--- config.mk ---
export PLATFORM = sky130hd
export DESIGN_NAME = callsave_seq
export DESIGN_NICKNAME = d
export VERILOG_FILES = /design/src/rtl/callsave_pkg.sv /design/src/rtl/callsave_pick.sv /design/src/rtl/callsave_agen.sv /design/src/rtl/callsave_result.sv /design/src/rtl/callsave_seq.sv
export SDC_FILE = /design/constraint.sdc
export NUM_CORES = 1
export LEC_CHECK = 0
export ABC_AREA = 1
export ABC_CLOCK_PERIOD_IN_PS = 6300
export CORE_MARGIN = 2
export CORE_UTILIZATION = 30
export CTS_BUF_LIST = sky130_fd_sc_hd__clkbuf_8
export DETAILED_ROUTE_END_ITERATION = 10
export PLACE_DENSITY_LB_ADDON = 0.2
export SETUP_SLACK_MARGIN = 0.05
export SLEW_MARGIN = 20
export SYNTH_ARGS = -nofsm -noshare
export SYNTH_HDL_FRONTEND = slang
export SYNTH_SLANG_ARGS = --single-unit
--- constraint.sdc ---
create_clock -name clk -period 6.3 [get_ports clk]
set_input_delay 1.26 -clock clk [delete_from_list [all_inputs] [get_ports clk]]
set_output_delay 1.26 -clock clk [all_outputs]
set_load 0.02 [all_outputs]
--- src/rtl/callsave_pkg.sv ---
// Package: callsave_pkg
// Shared constants and the control state type for the call-with-save
// sequencer. Assumes byte addressing and 32-bit word stores.
package callsave_pkg;

    // Length of the call instruction in bytes; the return address is PC plus this.
    localparam int INSTR_BYTES = 5;

    // Byte distance between consecutive stack stores.
    localparam int WORD_BYTES = 4;

    // Control states of the sequencer.
    typedef enum logic {
        CS_IDLE  = 1'b0,
        CS_STORE = 1'b1
    } cs_state_t;

endpackage

--- src/rtl/callsave_pick.sv ---
// Module: callsave_pick
// Picks the lowest-numbered pending save slot and returns the mask with
// that slot cleared. The lowest index is the first register stored.
// Assumes: purely combinational; when no bit is pending, idx is 0 and
// rest is all zero.
module callsave_pick #(
    parameter int NSAVE = 4,
    parameter int IDX_W = 2
) (
    input  logic [NSAVE-1:0] pend,
    output logic             any,
    output logic [IDX_W-1:0] idx,
    output logic [NSAVE-1:0] rest
);

    // Priority search from slot 0 upward, then clear the chosen slot.
    always_comb begin
        logic found;
        found = 1'b0;
        idx   = '0;
        for (int i = 0; i < NSAVE; i++) begin
            if (pend[i] && !found) begin
                idx   = IDX_W'(i);
                found = 1'b1;
            end
        end
        any  = found;
        rest = pend;
        if (found) begin
            rest[idx] = 1'b0;
        end
    end

endmodule

--- src/rtl/callsave_agen.sv ---
// Module: callsave_agen
// Store address generator. Loads the starting stack pointer when a call is
// accepted and steps down by one word after each store that has a follower.
// Assumes: load and step are never asserted in the same cycle.
module callsave_agen #(
    parameter int AW   = 32,
    parameter int STEP = 4
) (
    input  logic          clk,
    input  logic          rst_n,
    input  logic          load,
    input  logic [AW-1:0] base,
    input  logic          step,
    output logic [AW-1:0] addr
);

    localparam logic [AW-1:0] STEP_V = AW'(STEP);

    logic [AW-1:0] addr_q;

    // Address register: reset, load at acceptance, decrement per store.
    always_ff @(posedge clk) begin
        if (!rst_n) begin
            addr_q <= '0;
        end else if (load) begin
            addr_q <= base;
        end else if (step) begin
            addr_q <= addr_q - STEP_V;
        end
    end

    assign addr = addr_q;

endmodule

--- src/rtl/callsave_result.sv ---
// Module: callsave_result
// Computes and registers the three architectural results of the call:
// the new stack pointer, the link value and the branch target. It raises
// a one-cycle done flag in the same cycle the results appear.
// Assumes: the operands are stable in the cycle commit is asserted.
module callsave_result #(
    parameter int AW     = 32,
    parameter int DISP_W = 16,
    parameter int ADJ_W  = 8,
    parameter int RET_OFS = 5
) (
    input  logic              clk,
    input  logic              rst_n,
    input  logic              commit,
    input  logic [AW-1:0]     pc_base,
    input  logic [AW-1:0]     sp_base,
    input  logic [DISP_W-1:0] disp,
    input  logic [ADJ_W-1:0]  adj,
    output logic              done,
    output logic [AW-1:0]     sp_out,
    output logic [AW-1:0]     link_out,
    output logic [AW-1:0]     pc_out
);

    localparam logic [AW-1:0] RET_V = AW'(RET_OFS);

    logic [AW-1:0] disp_sx;
    logic [AW-1:0] adj_zx;
    logic [AW-1:0] sp_nx;
    logic [AW-1:0] link_nx;
    logic [AW-1:0] pc_nx;

    // Extend the displacement with its sign and the adjustment with zeros.
    always_comb begin
        disp_sx = {{(AW-DISP_W){disp[DISP_W-1]}}, disp};
        adj_zx  = {{(AW-ADJ_W){1'b0}}, adj};
        sp_nx   = sp_base - adj_zx;
        link_nx = pc_base + RET_V;
        pc_nx   = pc_base + disp_sx;
    end

    // Result registers: hold their values until the next commit.
    always_ff @(posedge clk) begin
        if (!rst_n) begin
            sp_out   <= '0;
            link_out <= '0;
            pc_out   <= '0;
        end else if (commit) begin
            sp_out   <= sp_nx;
            link_out <= link_nx;
            pc_out   <= pc_nx;
        end
    end

    // Completion flag: high for exactly the cycle after commit.
    always_ff @(posedge clk) begin
        if (!rst_n) begin
            done <= 1'b0;
        end else begin
            done <= commit;
        end
    end

endmodule

--- src/rtl/callsave_seq.sv ---
// Module: callsave_seq (top)
// Sequencer for a call that also saves registers. When a call is accepted
// it takes a snapshot of the call fields and the saveable registers. It
// then offers one store at a time: the return address at SP, then each
// selected register one word lower. After the last store is accepted it
// commits SP, link and PC together with a one-cycle done pulse.
// Assumes: list bit (LIST_W-1-i) selects slot i; the lower list bits are
// unused. The requester holds call_req until busy is low.
module callsave_seq
    import callsave_pkg::*;
#(
    parameter int AW     = 32,
    parameter int NSAVE  = 4,
    parameter int DISP_W = 16,
    parameter int ADJ_W  = 8,
    parameter int LIST_W = 8
) (
    input  logic                clk,
    input  logic                rst_n,
    input  logic                call_req,
    input  logic [AW-1:0]       pc_in,
    input  logic [AW-1:0]       sp_in,
    input  logic [DISP_W-1:0]   disp_in,
    input  logic [LIST_W-1:0]   rlist_in,
    input  logic [ADJ_W-1:0]    adj_in,
    input  logic [NSAVE*AW-1:0] save_regs_in,
    output logic                busy,
    output logic                st_valid,
    output logic [AW-1:0]       st_addr,
    output logic [AW-1:0]       st_data,
    input  logic                st_ready,
    output logic                done,
    output logic [AW-1:0]       sp_out,
    output logic [AW-1:0]       link_out,
    output logic [AW-1:0]       pc_out
);

    localparam int IDX_W = (NSAVE > 1) ? $clog2(NSAVE) : 1;
    localparam logic [AW-1:0] RET_V = AW'(INSTR_BYTES);

    cs_state_t         state_q;
    logic [NSAVE-1:0]  sel_mask;
    logic [NSAVE-1:0]  pend_q;
    logic [NSAVE-1:0]  pend_rest;
    logic              pend_any;
    logic [IDX_W-1:0]  pick_idx;
    logic [AW-1:0]     snap_q [NSAVE];
    logic [AW-1:0]     data_q;
    logic [AW-1:0]     pc_q;
    logic [AW-1:0]     sp_q;
    logic [DISP_W-1:0] disp_q;
    logic [ADJ_W-1:0]  adj_q;
    logic              accept;
    logic              hs;
    logic              step;
    logic              last;

    // Map the list byte to slot selects: the top bit is slot 0.
    for (genvar gi = 0; gi < NSAVE; gi++) begin : g_sel
        assign sel_mask[gi] = rlist_in[LIST_W-1-gi];
    end

    // Handshake and sequencing conditions.
    always_comb begin
        accept = call_req && (state_q == CS_IDLE);
        hs     = (state_q == CS_STORE) && st_ready;
        step   = hs && pend_any;
        last   = hs && !pend_any;
    end

    // Control state: idle until accepted, store until the last handshake.
    always_ff @(posedge clk) begin
        if (!rst_n) begin
            state_q <= CS_IDLE;
        end else if (accept) begin
            state_q <= CS_STORE;
        end else if (last) begin
            state_q <= CS_IDLE;
        end
    end

    // Pending slot mask: loaded at acceptance, one slot retired per store.
    always_ff @(posedge clk) begin
        if (!rst_n) begin
            pend_q <= '0;
        end else if (accept) begin
            pend_q <= sel_mask;
        end else if (step) begin
            pend_q <= pend_rest;
        end
    end

    // Register snapshot, one word per slot, taken at acceptance.
    for (genvar gs = 0; gs < NSAVE; gs++) begin : g_snap
        always_ff @(posedge clk) begin
            if (!rst_n) begin
                snap_q[gs] <= '0;
            end else if (accept) begin
                snap_q[gs] <= save_regs_in[gs*AW +: AW];
            end
        end
    end

    // Call field capture for the result stage.
    always_ff @(posedge clk) begin
        if (!rst_n) begin
            pc_q   <= '0;
            sp_q   <= '0;
            disp_q <= '0;
            adj_q  <= '0;
        end else if (accept) begin
            pc_q   <= pc_in;
            sp_q   <= sp_in;
            disp_q <= disp_in;
            adj_q  <= adj_in;
        end
    end

    // Store data: return address first, then the next selected slot.
    always_ff @(posedge clk) begin
        if (!rst_n) begin
            data_q <= '0;
        end else if (accept) begin
            data_q <= pc_in + RET_V;
        end else if (step) begin
            data_q <= snap_q[pick_idx];
        end
    end

    callsave_pick #(
        .NSAVE (NSAVE),
        .IDX_W (IDX_W)
    ) u_pick (
        .pend (pend_q),
        .any  (pend_any),
        .idx  (pick_idx),
        .rest (pend_rest)
    );

    callsave_agen #(
        .AW   (AW),
        .STEP (WORD_BYTES)
    ) u_agen (
        .clk   (clk),
        .rst_n (rst_n),
        .load  (accept),
        .base  (sp_in),
        .step  (step),
        .addr  (st_addr)
    );

    callsave_result #(
        .AW      (AW),
        .DISP_W  (DISP_W),
        .ADJ_W   (ADJ_W),
        .RET_OFS (INSTR_BYTES)
    ) u_result (
        .clk      (clk),
        .rst_n    (rst_n),
        .commit   (last),
        .pc_base  (pc_q),
        .sp_base  (sp_q),
        .disp     (disp_q),
        .adj      (adj_q),
        .done     (done),
        .sp_out   (sp_out),
        .link_out (link_out),
        .pc_out   (pc_out)
    );

    assign busy     = (state_q != CS_IDLE);
    assign st_valid = (state_q == CS_STORE);
    assign st_data  = data_q;

endmodule

==> results of run 1 <==
## flip-flops by register name, summed over array words and instances (netlist names)
name               cells
snap_q               128
pc_q                  32
sp_q                  32
st_data               32
u_agen.addr           32
u_result.link_out     32
u_result.pc_out       32
u_result.sp_out       32
disp_q                16
adj_q                  8
pend_q                 4
busy                   1
u_result.done          1
## power breakdown
group / leakage (nW) / internal (mW) / switching, mW
sequential: 3.47 / 2.74 / 0.136
clock: 0.859 / 1.33 / 1.18
combinational: 8.10 / 0.529 / 0.830
total: 12.4 / 4.60 / 2.15
## cells in the final DEF, fill, tap and decap left out, types with 3 or more instances in the layout
| cell | synthesis | layout |
|---|---|---|
| a21oi_1 | 129 | 129 |
| a22o_1 | 24 | 24 |
| a31oi_1 | 24 | 24 |
| a32o_1 | 3 | 3 |
| buf_4 | 3 | 17 |
| clkbuf_8 | 0 | 89 |
| clkdlybuf4s50_1 | 0 | 385 |
| clkinv_1 | 0 | 5 |
| clkinv_2 | 0 | 6 |
| dfxtp_1 | 254 | 254 |
| diode_2 | 0 | 11 |
| edfxtp_1 | 128 | 128 |
| ha_1 | 42 | 42 |
| inv_1 | 457 | 483 |
| inv_2 | 17 | 16 |
| inv_6 | 0 | 3 |
| inv_8 | 0 | 3 |
| nand2_1 | 813 | 811 |
| nand2_2 | 7 | 9 |
| nand3_1 | 160 | 160 |
| nand3b_1 | 8 | 8 |
| nand4_1 | 30 | 30 |
| nor2_1 | 334 | 331 |
| nor2_2 | 6 | 7 |
| nor2_4 | 4 | 6 |
| nor3_1 | 34 | 34 |
| nor3_2 | 5 | 4 |
| nor3b_1 | 6 | 6 |
| nor4_1 | 3 | 3 |
| o211ai_1 | 15 | 15 |
| o21ai_0 | 163 | 163 |
| o21ai_1 | 11 | 11 |
| o21bai_1 | 5 | 5 |
| o221ai_1 | 3 | 3 |
| o22ai_1 | 38 | 38 |
| o31ai_1 | 3 | 3 |
| or2_2 | 6 | 6 |
| xnor2_1 | 13 | 13 |
| xor2_1 | 40 | 40 |
## through the flow
step           util [%]  setup WS, ps  total power [mW]
2_1_floorplan         -         441.1             3.678
3_3_place_gp      37.35          2294             4.292
3_5_place_dp      37.35          2286             4.293
4_1_cts           39.54          3026             6.825
5_1_grt           39.57          2820             7.085
6_report          39.58          2960             6.754
## routing by layer
layer	part of all wire [%]	vias to the layer above	track usage, %
met4	3.3	12	7.971
met1	45	8871	27.97
met5	0.098	-	0
li1	-	10047	-
met2	45	538	34.43
met3	6.5	146	5.277
## area by class of cell
class	instances	area (um2)
diodes	11	27.53
clock buffers	89	1225
clock inverters	46	254.0
fillers	7148	40720
inverters	474	1789
multi-input cells	1948	9358
flip-flops and latches	382	8929
well taps	873	1092
repair buffers	403	4001
## path summary, 6_finish.rpt
kind | from | end | cells after the start
setup / recovery | call_req | snap_q[3][18] | 6
hold / removal | u_result.sp_out[21] | u_result.sp_out[21] | 2
setup reg to reg | busy | snap_q[3][18] | 6
hold reg to reg | u_result.sp_out[21] | u_result.sp_out[21] | 2
## critical path, cell delays in order
cell and delay [ps]:
clkdlybuf4s50_1 440, nand2_2 490, nor2_4 80, inv_6 690
buf_4 500, nor2_1 80
## kinds of logic (layout without fill, tap and decap cells)
logic type | after synthesis | after routing | share of synthesized area, %
AO/OA/AOI/OAI | 425 | 425 | 11.71
XOR/XNOR | 53 | 53 | 2.267
adder cells (fa/ha/maj) | 44 | 44 | 2.761
buffers and inverters | 576 | 1012 | 10.86
flip-flops | 382 | 382 | 43.59
other | 0 | 11 | 0
AND/OR/NAND/NOR | 1426 | 1426 | 28.81
==> reports/metrics.csv, run 1 <==
stage;metric;value;unit
run_status;run_status;finished clean;
placement;post-place-cells;4080;
floorplanning;fp-row-count;95;
global_route;first_global_vias;18742;
timing;timing_worst_slew_pin_value;1051;ps
routing;remaining_antenna_violation_count_after_routing;0;
yosys;yosysTopAreaCellShare;24.83;%
timing;unrepaired_setup_endpoints_after_global_routing;no;
placement;placedInstanceArea;25170;um2
layout;synthToLayoutAreaGrowth;30.25;%
job;maxCapViolations;0;
routing;avgViaCountPerCell;4.641;
timing;period_needed;3340;ps
routing;drt_pass1_iterations;5;
critical_path;endpoint_kind;flop;
timing;fraction_of_the_cycle_the_final_worst_path_needs;53.01;%
timing;max-slew-margin-rel;29.93;%
yosys;post_synth_num_cell_types;49;
global_route;grt_usage;21.49;%
critical_path;required;6710;ps
yosys;synthTopCellsByCount;813 x nand2_1, 457 x inv_1, 334 x nor2_1;
yosys;synth-main-ff-cell;dfxtp_1;
layout;drive_gt1_share;5.266;%
yosys;synth-edff-count;128;
yosys;yosys.cell_count.top_type;nand2_1;
timing;timing.setup.tns;0;ps
clocking;post_cts.repair.setup_buffers;0;
clocking;post_cts_hold_buffer_count;0;
floorplanning;die_area;70380;um2
critical_path;timing.critical_path.fanout_max;126;
clocking;cts.reportedPaths.clkPinSlew;60;ps
layout;fin_cells;4226;
yosys;synth.ff_latch_count;382;
floorplanning;dieHeight;265.3;um
floorplanning;floorplan.die.width;265.3;um
timing;report.final.slew_viol_count;0;
timing;clock_skew;43.12;ps
routing;drc_errors;0;
floorplanning;io_pins;391;
clocking;htree_levels;3;
floorplanning;core_area;67400;um2
clocking;cts_tree;done;
yosys;synth.yosys.warnings;0;
routing;routedWlPerCell;18.13;um
global_route;grt_max_degree;127;
placement;place.detailed.hpwl;58160;um
clocking;cts_resized;0;
yosys;netlist.top_cell.by_area;dfxtp_1;
global_route;wire_length_of_the_first_global_routing_pass;114600;um
critical_path;arrival;3750;ps
clocking;max_clock_buf_depth;3;
placement;gp_congestion;0.9150;
yosys;ys_async_sr_fraction;0;%
yosys;syn-instance-count;2906;
yosys;synth.cell_area;20480;um2
critical_path;cp-start-kind;input pin;
yosys;postSynthAreaPerCell;7.048;um2
timing;finalSetupViolations;0;
clocking;clk_latency;680;ps
clocking;clock_sink_count;382;
power;vdd_drop_max;0.1148;mV
routing;detail_route.iter0.violations;1226;
routing;drt_wl_total;76610;um
timing;final.hold.worst_slack;452.0;ps
layout;fin_area;26680;um2
critical_path;critPathKind;input pin to flop;
layout;final_nets;3555;
floorplanning;initial_core_util;30.39;%
placement;port_buffers;386;
power;power.density_cell_area;253.2;nW/um2
yosys;synth_seq_area_share;43.59;%
timing;achievable-frequency;299.4;MHz
clocking;cts.root.buffer_cell;clkbuf_8;
global_route;antenna_violations_before_repair;17;
routing;vias;19614;
yosys;syn-num-nets;3178;
worst_hold_path;hold_class;flop to flop;
clocking;cts_inserted_buffers;74;
timing;final_hold_violations;0;
power;p_leak;12.42;nW
global_route;global_route.overflow_total;0;
critical_path;setup.reg_to_reg.worst_slack;3570;ps
yosys;largest_cells_by_area_after_synthesis;dfxtp_1 25%, edfxtp_1 19%, nand2_1 15%;
Power figures use the tool's default switching activity.
==> run 2, diff against run 1 <==
Settings changed: ABC_CLOCK_PERIOD_IN_PS 6300 to 2900.
Clock period 6.3 ns to 2.9 ns, I/O delays scaled along.
==> run 2 against run 1 <==
  * Power is 110% higher
  * Count of clock-buffer cells in the layout is 2 lower
  * Routed wire length is 0.37% higher
  * Design area is 0.83% higher
  * Die area stayed put
  * Critical path depth is 5 lower
  * Clock power is 100% higher
  * Cell count is 0.35% higher
  * Clock skew is 12 ps lower
  * Register-to-register slack worse by 3000 ps
  * Hold slack worse by 58 ps
  * Highest routed layer unchanged
==> reports/metrics.csv, run 2 (synthesis gave the netlist of run 1 again) <==
stage;metric;value;unit
run_status;run_status;finished clean;
worst_hold_path;hold_class;input pin to flop;
critical_path;crit_cells;1;
timing;max-slew-margin-rel;53.82;%
layout;layout.cells.most_common_list;811 x nand2_1, 478 x inv_1, 385 x clkdlybuf4s50_1;
critical_path;timing.critical_path.fanout_max;7;
layout;final_nets;3577;
routing;wl_met3;4967;um
routing;drt_pass1_iterations;5;
timing;timing.setup.tns;0;ps
critical_path;cp-start-kind;flop;
clocking;htree_levels;3;
critical_path;critical-path-slowest-cell;clkdlybuf4s50_1;
critical_path;count_of_buffer_and_inverter_cells_on_the_critical_path;1;
timing;finalSetupViolations;0;
power;p_total;14.40;mW
timing;unrepaired_setup_endpoints_after_global_routing;no;
floorplanning;floorplan.die.width;265.3;um
placement;place.detailed.hpwl;59750;um
clocking;post_cts.repair.setup_buffers;0;
floorplanning;io_pins;391;
routing;drc_errors;0;
global_route;antenna_violations_before_repair;13;
layout;synthToLayoutAreaGrowth;31.32;%
power;power.share.sequential;43.3;%
global_route;wire_length_of_the_first_global_routing_pass;115900;um
clocking;cts_inserted_buffers;72;
critical_path;number_of_cells_on_the_worst_reg_to_reg_path;11;
power;intPower;9.879;mW
routing;top_layer_used_by_detailed_routing;met5;
power;total_switching_power;4.524;mW
clocking;clk_latency;660;ps
global_route;grt_max_degree;113;
routing;wl_met1;34320;um
critical_path;required;2320;ps
layout;fillCellCount;7172;
timing;achievable-frequency;419.0;MHz
routing;vias;19710;
critical_path;critPathTopFamily;buffers and inverters;
timing;period_needed;2387;ps
placement;port_buffers;386;
layout;largest_register_ff_count;128;
clocking;max_clock_buf_depth;3;
critical_path;cp_cell_sequence;clkdlybuf4s50_1;
routing;remaining_antenna_violation_count_after_routing;0;
worst_hold_path;timing.hold.worst_path_depth;3;
routing;met2_length;35240;um
layout;multi_input_area;9358;um2
clocking;cts.root.buffer_cell;clkbuf_8;
power;p_leak;12.53;nW
timing;fraction_of_the_cycle_the_final_worst_path_needs;82.30;%
critical_path;timing.critical_path.from;u_agen.addr[6];
floorplanning;fp-row-count;95;
power;sw_frac_of_total;31.41;%
worst_hold_path;timing.hold.worst_endpoint;u_result.done;
routing;detail_route.iter0.violations;1299;
clocking;cts_tree;done;
layout;drive_gt1_share;5.921;%
floorplanning;core_area;67400;um2
clocking;post_cts_hold_buffer_count;0;
timing;clock_skew;30.86;ps
timing;final_hold_violations;0;
global_route;grt_usage;21.71;%
power;vdd_drop_max;0.2631;mV
routing;drt_wl_total;76890;um
placement;gp_congestion;0.9088;
critical_path;critPathKind;flop to output port;
worst_hold_path;holdCritStartpoint;rst_n;
power;share_of_power_burned_in_combinational_logic;21.1;%
critical_path;biggest_cell_delay_along_the_critical_path;720;ps
critical_path;arrival;1810;ps
job;maxCapViolations;0;
critical_path;worst_r2r_startpoint;disp_q[15];
critical_path;endpoint_kind;output port;
floorplanning;die_area;70380;um2
floorplanning;dieHeight;265.3;um
clocking;clock_sink_count;382;
layout;registers.top_by_ff_count;snap_q;
power;clk_pwr_share;35.5;%
timing;timing_worst_slew_pin_value;692.7;ps
layout;layout_commonest_cell;nand2_1;
layout;sequential_cell_area;8929;um2
power;power.density_cell_area;535.5;nW/um2
timing;final.hold.worst_slack;394.1;ps
clocking;cts_resized;0;
routing;avgViaCountPerCell;4.647;
layout;postLayoutCoreUtil;39.91;%
critical_path;timing.rr.end;u_result.pc_out[28];
global_route;first_global_vias;18929;
routing;routedWlPerCell;18.13;um
floorplanning;initial_core_util;30.39;%
clocking;cts.reportedPaths.clkPinSlew;60;ps
timing;report.final.slew_viol_count;0;
critical_path;setup.reg_to_reg.worst_slack;580;ps
global_route;global_route.overflow_total;0;
[run 2: how the worst max path moves through the flow]
stage / to
after floorplan: snap_q[0][0]
after global placement: st_data[16]
after detailed placement: st_data[16]
after CTS: st_addr[5]
after global routing: u_result.pc_out[28]
final: st_addr[6]
[run 2: metal layers]
layer	track usage [%]	vias up
met2	35.01	568
met4	7.894	12
met1	28.37	8918
met3	4.971	121
met5	0	-
li1	-	10091
[run 2: power groups by stage]
| stage | Combinational [mW] | Sequential (mW) | Clock (mW) |
|---|---|---|---|
| 5_1_grt | 3.38 | 6.29 | 5.51 |
| 4_1_cts | 3.07 | 6.24 | 5.30 |
| 3_5_place_dp | 3.05 | 6.35 | 0 |
| 3_3_place_gp | 3.05 | 6.35 | 0 |
| 6_report | 3.04 | 6.24 | 5.12 |
| 2_1_floorplan | 1.50 | 6.47 | 0 |
[run 2: per-stage QoR]
step | setup WS, ps | instance area (um2) | std cells
after CTS | 461.0 | 26880 | 4234
after floorplan | 501.4 | 20480 | 2906
after detailed placement | 252.2 | 25490 | 4104
after global placement | 269.2 | 25490 | 4104
after global routing | 350.4 | 26900 | 4241
final | 513.2 | 26900 | 4241
[run 2: worst register-to-register path, cell delays in order, from the launching register on]
cell and delay (ps):
dfxtp_1 720, ha_1 440, a21oi_1 290, nor2_1 70, nor2_1 110, nand2_1 70, a21oi_1 190, nand2_1 70
nand2_1 60, nand3_1 90, nand2_1 90, inv_1 30
[run 2: cell type report]
| class | instances | area share (%) |
|---|---|---|
| antenna | 7 | 0.06513 |
| clock buffer | 87 | 4.452 |
| clock inverter | 43 | 0.7211 |
| inverter | 474 | 6.652 |
| multi-input combinational | 1948 | 34.79 |
| sequential | 382 | 33.20 |
| tap | 873 | 4.061 |
| timing repair buffer | 427 | 16.06 |
==> run 3, diff against run 2 <==
Settings changed: ABC_CLOCK_PERIOD_IN_PS 2900 to 2220.
Clock period 2.9 ns to 2.22 ns, I/O delays scaled along.
==> run 3 against run 2 <==
  * Via count grew 1.3%
  * Worst setup slack lost 420 ps
  * Register-to-register slack lost 390 ps
  * Clock power grew 36%
  * Sequential cell count is the same
  * Power grew 34%
  * First-iteration DRC count shrank 0.46%
  * Non-clock buffer count grew 94
  * Utilization grew 1.4 points
  * Sequential power grew 31%
  * Critical path depth is the same
  * Design area grew 3.6%
==> reports/metrics.csv, run 3 (synthesis gave the netlist of run 1 again) <==
stage;metric;value;unit
layout;final_nets;3673;
critical_path;required;1780;ps
global_route;grt_usage;21.89;%
placement;post-place-cells;4198;
critical_path;count_of_buffer_and_inverter_cells_on_the_critical_path;1;
floorplanning;fp-row-count;95;
timing;report.final.slew_viol_count;0;
floorplanning;io_pins;391;
power;power.density_cell_area;691.8;nW/um2
timing;final_hold_violations;0;
layout;largest_register_ff_count;128;
critical_path;critPathTopFamily;buffers and inverters;
global_route;first_global_vias;19141;
critical_path;biggest_cell_delay_along_the_critical_path;630;ps
power;p_leak;13.38;nW
floorplanning;initial_core_util;30.39;%
critical_path;cp-start-kind;flop;
timing;unrepaired_setup_endpoints_after_global_routing;yes;
power;total_switching_power;6.127;mW
global_route;grt_max_degree;63;
timing;final.hold.worst_slack;149.3;ps
critical_path;critical-path-slowest-cell;clkdlybuf4s50_1;
floorplanning;core_area;67400;um2
routing;avgViaCountPerCell;4.604;
timing;finalSetupViolations;0;
critical_path;timing.critical_path.fanout_max;2;
power;p_total;19.28;mW
power;power.share.sequential;42.3;%
critical_path;critPathKind;flop to output port;
power;sw_frac_of_total;31.79;%
power;clk_pwr_share;36.2;%
layout;fin_cells;4338;
power;intPower;13.15;mW
clocking;clk_latency;660;ps
critical_path;arrival;1680;ps
clocking;clock_sink_count;382;
global_route;global_route.overflow_total;0;
routing;routedWlPerCell;17.97;um
layout;layout.cells.most_common_list;805 x nand2_1, 481 x inv_1, 324 x nor2_1, 324 x clkdlybuf4s50_1, 251 x dfxtp_1;
clocking;max_clock_buf_depth;3;
critical_path;cp_cell_sequence;clkdlybuf4s50_1;
placement;place.detailed.hpwl;61400;um
floorplanning;dieHeight;265.3;um
floorplanning;die_area;70380;um2
clocking;cts_inserted_buffers;74;
timing;timing_worst_slew_pin_value;582.9;ps
worst_hold_path;hold_class;input pin to flop;
timing;fraction_of_the_cycle_the_final_worst_path_needs;95.78;%
power;share_of_power_burned_in_combinational_logic;21.5;%
job;maxCapViolations;0;
global_route;antenna_violations_before_repair;17;
routing;drc_errors;0;
timing;clock_skew;38.82;ps
clocking;cts.root.buffer_cell;clkbuf_8;
power;vdd_drop_max;0.3563;mV
layout;registers.top_by_ff_count;snap_q;
run_status;run_status;finished clean;
timing;max-slew-margin-rel;61.08;%
routing;drt_wl_total;77980;um
timing;achievable-frequency;470.3;MHz
routing;vias;19972;
clocking;htree_levels;3;
timing;period_needed;2126;ps
clocking;cts.reportedPaths.clkPinSlew;60;ps
routing;remaining_antenna_violation_count_after_routing;0;
layout;fillCellCount;6984;
layout;drive_gt1_share;9.601;%
placement;port_buffers;386;
layout;layout_commonest_cell;nand2_1;
routing;drt_pass1_iterations;5;
floorplanning;floorplan.die.width;265.3;um
placement;gp_congestion;0.9251;
layout;synthToLayoutAreaGrowth;36.04;%
critical_path;endpoint_kind;output port;
clocking;post_cts_hold_buffer_count;0;
clocking;cts_tree;done;
routing;detail_route.iter0.violations;1293;
global_route;wire_length_of_the_first_global_routing_pass;116700;um
-- run 3: per-layer routing --
layer	track usage, %	wire (um)	vias up
li1	-	-	10296
met1	28.60	35210	8990
met2	35.51	35470	549
met3	4.981	5082	127
met4	7.574	2152	10
met5	0	64	-
-- run 3: tightest hold or removal path, stage by stage --
cell      delay [ps]
buf_4            180
o221ai_1          90
inv_1             40
-- run 3: cell type report --
| class | count | area [um2] | area share (%) |
|---|---|---|---|
| timing repair buffer | 521 | 5119 | 18.37 |
| tap | 873 | 1092 | 3.920 |
| clock inverter | 54 | 342.8 | 1.230 |
| sequential | 382 | 8932 | 32.06 |
| antenna | 7 | 17.52 | 0.06287 |
| inverter | 474 | 1789 | 6.421 |
| clock buffer | 79 | 1087 | 3.902 |
| multi-input combinational | 1948 | 9483 | 34.03 |
-- run 3: power by group through the flow --
stage	combinational [mW]	clock (mW)	sequential (mW)
2_1_floorplan	1.96	0	8.45
3_3_place_gp	4.19	0	8.30
3_5_place_dp	4.19	0	8.30
4_1_cts	4.15	7.19	8.15
5_1_grt	4.58	7.51	8.20
6_report	4.15	6.97	8.15
-- run 3: path summary, 6_finish.rpt --
check	start	endpoint	slack [ps]	depth (start not counted)
max reg2reg	disp_q[15]	u_result.pc_out[29]	190	11
min reg2reg	u_result.sp_out[15]	u_result.sp_out[15]	460	2
max	u_result.link_out[18]	link_out[18]	90	1
min	rst_n	u_result.link_out[7]	150	3
-- run 3: stage by stage --
step / worst slack [ps] / area [um2] / utilization [%] / TNS (ps)
floorplan: 312.3 / 20490 / - / 0
global placement: -91.58 / 26360 / 39.11 / -687.0
detailed placement: -94.51 / 26360 / 39.11 / -821.9
CTS: 50.45 / 27720 / 41.13 / 0
global route: 2.272 / 27860 / 41.34 / 0
finish: 93.66 / 27860 / 41.34 / 0
-- run 3: timing repair --
| item | 4_1_cts | 5_1_grt |
|---|---|---|
| setup endpoints to repair | 63 | 32 |
| pin swaps | 0 | 2 |
| setup buffers | 0 | 0 |
| gates resized for setup | 61 | 41 |
